File: src/rtl/coulomb_pkg.sv
package coulomb_pkg;
  typedef enum logic [1:0] {
    RES_14B  = 2'b00,
    RES_13B  = 2'b01,
    RES_12B  = 2'b10,
    RES_12B2 = 2'b11
  } res_mode_e;
endpackage

File: src/rtl/cur_mask.sv
module cur_mask
  import coulomb_pkg::*;
#(
  parameter int SMP_W = 14
) (
  input  logic [SMP_W-1:0] smp_in,
  input  logic [1:0]       res_sel,
  output logic [SMP_W-1:0] smp_out
);
  localparam int LOW_MAX = 2;

  logic [LOW_MAX-1:0] drop_bits;

  always_comb begin
    case (res_mode_e'(res_sel))
      RES_14B:  drop_bits = 2'b00;
      RES_13B:  drop_bits = 2'b01;
      default:  drop_bits = 2'b11;
    endcase
  end

  genvar gi;
  generate
    for (gi = 0; gi < SMP_W; gi++) begin : g_bit
      if (gi < LOW_MAX) begin : g_low
        assign smp_out[gi] = smp_in[gi] & ~drop_bits[gi];
      end else begin : g_pass
        assign smp_out[gi] = smp_in[gi];
      end
    end
  endgenerate
endmodule

File: src/rtl/chg_accum.sv
module chg_accum #(
  parameter int SMP_W = 14,
  parameter int ACC_W = 20
) (
  input  logic             clk,
  input  logic             rst_n,
  input  logic             clr,
  input  logic             en,
  input  logic [SMP_W-1:0] addend,
  output logic [ACC_W-1:0] acc_q
);
  localparam int EXT_W = ACC_W + 1;
  localparam logic [ACC_W-1:0] POS_LIM = {1'b0, {(ACC_W-1){1'b1}}};
  localparam logic [ACC_W-1:0] NEG_LIM = {1'b1, {(ACC_W-1){1'b0}}};

  logic [EXT_W-1:0] sum_ext;
  logic [ACC_W-1:0] acc_d;

  always_comb begin
    sum_ext = {acc_q[ACC_W-1], acc_q}
            + {{(EXT_W-SMP_W){addend[SMP_W-1]}}, addend};
    acc_d = acc_q;
    if (clr) begin
      acc_d = '0;
    end else if (en) begin
      if (sum_ext[EXT_W-1] != sum_ext[ACC_W-1]) begin
        acc_d = sum_ext[EXT_W-1] ? NEG_LIM : POS_LIM;
      end else begin
        acc_d = sum_ext[ACC_W-1:0];
      end
    end
  end

  always_ff @(posedge clk or negedge rst_n) begin
    if (!rst_n) acc_q <= '0;
    else        acc_q <= acc_d;
  end
endmodule

File: src/rtl/conv_counter.sv
module conv_counter #(
  parameter int CNT_W = 16
) (
  input  logic             clk,
  input  logic             rst_n,
  input  logic             clr,
  input  logic             en,
  output logic [CNT_W-1:0] cnt_q
);
  localparam logic [CNT_W-1:0] CNT_MAX = '1;

  logic [CNT_W-1:0] cnt_d;

  always_comb begin
    cnt_d = cnt_q;
    if (clr)                        cnt_d = '0;
    else if (en && cnt_q != CNT_MAX) cnt_d = cnt_q + 1'b1;
  end

  always_ff @(posedge clk or negedge rst_n) begin
    if (!rst_n) cnt_q <= '0;
    else        cnt_q <= cnt_d;
  end
endmodule

File: src/rtl/coulomb_acc.sv
module coulomb_acc #(
  parameter int SMP_W = 14,
  parameter int ACC_W = 20,
  parameter int CNT_W = 16
) (
  input  logic             clk,
  input  logic             rst_n,
  input  logic             run_en,
  input  logic             clr_pulse,
  input  logic             conv_done,
  input  logic [SMP_W-1:0] cur_sample,
  input  logic [1:0]       res_sel,
  output logic [SMP_W-1:0] cur_out,
  output logic [ACC_W-1:0] charge_out,
  output logic [CNT_W-1:0] conv_cnt,
  output logic             eoc_pulse
);
  logic             accept;
  logic [SMP_W-1:0] masked;
  logic [SMP_W-1:0] cur_d;
  logic             eoc_d;

  // a clear takes priority over a strobe in the same cycle
  assign accept = conv_done & run_en & ~clr_pulse;

  cur_mask #(.SMP_W(SMP_W)) u_mask (
    .smp_in  (cur_sample),
    .res_sel (res_sel),
    .smp_out (masked)
  );

  chg_accum #(.SMP_W(SMP_W), .ACC_W(ACC_W)) u_acc (
    .clk    (clk),
    .rst_n  (rst_n),
    .clr    (clr_pulse),
    .en     (accept),
    .addend (masked),
    .acc_q  (charge_out)
  );

  conv_counter #(.CNT_W(CNT_W)) u_cnt (
    .clk   (clk),
    .rst_n (rst_n),
    .clr   (clr_pulse),
    .en    (accept),
    .cnt_q (conv_cnt)
  );

  always_comb begin
    cur_d = accept ? masked : cur_out;
    eoc_d = accept;
  end

  always_ff @(posedge clk or negedge rst_n) begin
    if (!rst_n) begin
      cur_out   <= '0;
      eoc_pulse <= 1'b0;
    end else begin
      cur_out   <= cur_d;
      eoc_pulse <= eoc_d;
    end
  end
endmodule

File: config.mk
export PLATFORM = sky130hd
export DESIGN_NAME = coulomb_acc
export DESIGN_NICKNAME = d
export VERILOG_FILES = /design/src/rtl/coulomb_pkg.sv /design/src/rtl/cur_mask.sv /design/src/rtl/chg_accum.sv /design/src/rtl/conv_counter.sv /design/src/rtl/coulomb_acc.sv
export SDC_FILE = /design/constraint.sdc
export NUM_CORES = 1
export LEC_CHECK = 0
export ABC_CLOCK_PERIOD_IN_PS = 4400
export CAP_MARGIN = 20
export CORE_AREA = 2 2 87 80
export CTS_BUF_LIST = sky130_fd_sc_hd__clkbuf_8
export CTS_CLUSTER_SIZE = 30
export DETAILED_ROUTE_END_ITERATION = 10
export DIE_AREA = 0 0 89 82
export PLACE_DENSITY = 0.86
export SLEW_MARGIN = 10
export SYNTH_ARGS = -nofsm -noshare
export SYNTH_HDL_FRONTEND = slang
export SYNTH_HIERARCHICAL = 1
export SYNTH_SLANG_ARGS = --single-unit
File: constraint.sdc
create_clock -name clk -period 4.4 [get_ports clk]
set_input_delay 0.66 -clock clk [delete_from_list [all_inputs] [get_ports clk]]
set_output_delay 0.66 -clock clk [all_outputs]
set_load 0.01 [all_outputs]
==> run_results.csv <==
group,metric,value,unit
run_status,outcome,"complete, no violations",
job,maxCapViolCount,0,
sta,drv_slew,0,
synth,synth_mux_area_frac,0.0685,
global_routing,grtUsageTotal,0.245,
floorplanning,rows,28,
layout,nNetsFinal,474,
floorplanning,io_pins,72,
layout,design_area,4360,um2
layout,fillers,544,
synth,synthAdderAreaFrac,0.0785,
floorplanning,dieArea,7300,um2
detailed_routing,drt_iter0_drc,186,
clock_network,cts.clk_slew.worst_paths,90,ps
clock_network,cts_max_path_buffers,2,
global_routing,antenna_found_initial,0,
detailed_routing,wl,8560,um
detailed_routing,dr.pass1.iters,5,
synth,synth-xor-area-share,0.0365,
clock_network,cts_tree,"built",
setup_path,cp.arrival,3680,ps
sta,slew_headroom,0.447,
synth,synth_compound_area_frac,0.228,
clock_network,cts-resized-gates,0,
synth,synth_top_cell_by_area,"dfrtp_1",
clock_network,root_buffer,"clkbuf_8",
clock_network,cts_setup_buffers,0,
synth,yosysTopAreaCellShare,0.354,
sta,rsz0062_at_grt,"false",
setup_path,cp.required,4570,ps
power,p_leak,1.85,nW
setup_path,r2r_end,"u_acc/acc_q[15]",
sta,fin_ws,883,ps
place,gp_congestion,0.915,
layout,final_cell_mix,"clkdlybuf4s50_1, dfrtp_1, nor2_1",
global_routing,grt.overflow.total,0,
synth,netlist_instances,380,
layout,multi_input_area,2100,um2
detailed_routing,drc,0,
clock_network,cts_buffers,5,
global_routing,grt_pass1_vias,2902,
sta,fmax,0.284,GHz
synth,synth_top_family_by_area,"compound AO/OA/AOI/OAI gates",
floorplanning,fp.dieH,82,um
setup_path,rr_worst_depth,10,
synth,synthTopCellsByArea,"dfrtp_1, ha_1, a211oi_1",
layout,seq_area,1280,um2
clock_network,h-tree-depth,2,
detailed_routing,vias,3190,
synth,syn_nets,423,
floorplanning,start_util,0.559,
place,dp_slack,581,ps
layout,drive_gt1_frac,0.106,
floorplanning,die_w,89,um
synth,syn_area_per_cell,9.48,um2
place,dp_hpwl,6260,um
setup_path,path_class,"input pin to flip-flop",
worst_hold_path,hp-class,"input pin to asynchronous set/reset pin",
setup_path,startpoint_type,"input pin",
sta,tightest_slew,823,ps
synth,synth_edf_count,0,
synth,syn-cell-area,3600,um2
layout,final_util,0.677,
sta,min_period_over_period,0.799,
clock_network,hold_buffers,0,
layout,antenna_cells,0,
sta,final-hold-violation-count,0,
floorplanning,core,6450,um2
clock_network,clock_sinks,51,
clock_network,insertion_delay,310,ps
synth,synth-warning-count,6,
place,placed_area,4260,um2
detailed_routing,avgViaCountPerCell,6.11,
synth,ys_ff_latch,51,
sta,finalSetupViolCount,0,
synth,synth.distinct_cells,56,
layout,area_growth,21.1,%
global_routing,grt_max_degree,52,
power,peakVddDrop,166,uV
place,portBuffers,71,
setup_path,crit_fanout,10,
sta,finClkSkew,11.9,ps
global_routing,grt_first_pass_wirelength,14000,um
sta,tns,0,ps
synth,ys.flop_type,"dfrtp_1",
detailed_routing,ant_nets,0,
synth,synth_simple_gate_area_frac,0.171,
setup_path,reg2reg_setup_slack,1360,ps
setup_path,worstReg2RegStart,"u_acc/acc_q[0]",
synth,async_flop_share,1.00,
layout,final_common_cell,"clkdlybuf4s50_1",
sta,fin_crit,3520,ps
power,cellPowerDensity,274,nW/um2
detailed_routing,drt-wirelength-per-cell,16.4,um
setup_path,worstSetupEndpointType,"flip-flop",
synth,seq_area_frac_synth,0.354,
worst max-delay path by stage:
stage,startpoint,to,slack (ps),cells past startpoint
3_5_place_dp,cur_sample[0],u_acc/acc_q[15],580,12
4_1_cts,cur_sample[0],u_acc/acc_q[15],910,12
5_1_grt,res_sel[1],u_acc/acc_q[15],680,12
3_3_place_gp,res_sel[1],u_acc/acc_q[14],710,12
6_report,cur_sample[0],u_acc/acc_q[15],880,12
2_1_floorplan,cur_sample[0],u_acc/acc_q[15],1310,11
state kept, by name, indices dropped and copies added (netlist names):
signal	flops
cur_out	14
eoc_pulse	1
u_acc/acc_q	20
u_cnt/cnt_q	16
synthesized netlist by cell type, drive strengths merged, types with 3 or more instances:
master and number:
a31oi 4, o211ai 9, a21oi 29, a211oi 25, or4 7, xor2 8, nand3 6, nand4 9
mux2 18, dfrtp 51, and3 3, clkbuf 11, ha 21, o21bai 3, or3 4, buf 22
nor3 5, xnor2 7, nor4 5, nand2 22, o31ai 8, nor2b 9, inv 6, nor2 32
o21ai 29, a21o 5
report_power, final:
part | switching (mW) | internal, mW | total (mW) | leakage (nW)
combinational | 0.190 | 0.179 | 0.369 | 1.13
clock | 0.158 | 0.143 | 0.302 | 0.0505
sequential | 0.0240 | 0.502 | 0.526 | 0.677
worst max-delay path: stages:
cell	delay (ps)
clkdlybuf4s50_1	390
nor3b_2	160
ha_1	230
fa_1	440
a211oi_2	270
o21ai_1	150
o211ai_1	250
a21oi_1	130
o31a_1	330
a21boi_2	320
buf_4	250
a211oi_1	100
routing by layer:
metal,global-route usage,routed length (um)
met4,0.0552,114
met5,0,0
met2,0.397,4060
met3,0.0362,469
met1,0.347,3920
layout make-up:
type                    instances  area share
well taps                      90      0.0258
flip-flops and latches         51       0.293
inverters                       6     0.00516
repair buffers                 77       0.172
clock buffers                   7      0.0221
multi-input cells             290       0.480
clock inverters                 1     0.00172
kinds of logic (layout without fill, tap and decap cells):
family                   count (synthesis)  count (layout)
AO/OA/AOI/OAI                          122             122
AND/OR/NAND/NOR                        112             112
flip-flops                              51              51
buffers and inverters                   39              91
adder cells (fa/ha/maj)                 22              22
multiplexers                            19              19
XOR/XNOR                                15              15
stage by stage:
| stage | total power [mW] | instances | hold slack [ps] |
|---|---|---|---|
| CTS | 1.20 | 522 | 479 |
| finish | 1.20 | 522 | 455 |
| global route | 1.26 | 522 | 512 |
| floorplan | 0.763 | 380 | 364 |
| global placement | 0.891 | 514 | 488 |
| detailed placement | 0.899 | 514 | 492 |
Note: power is estimated with default switching activity, not from simulation.
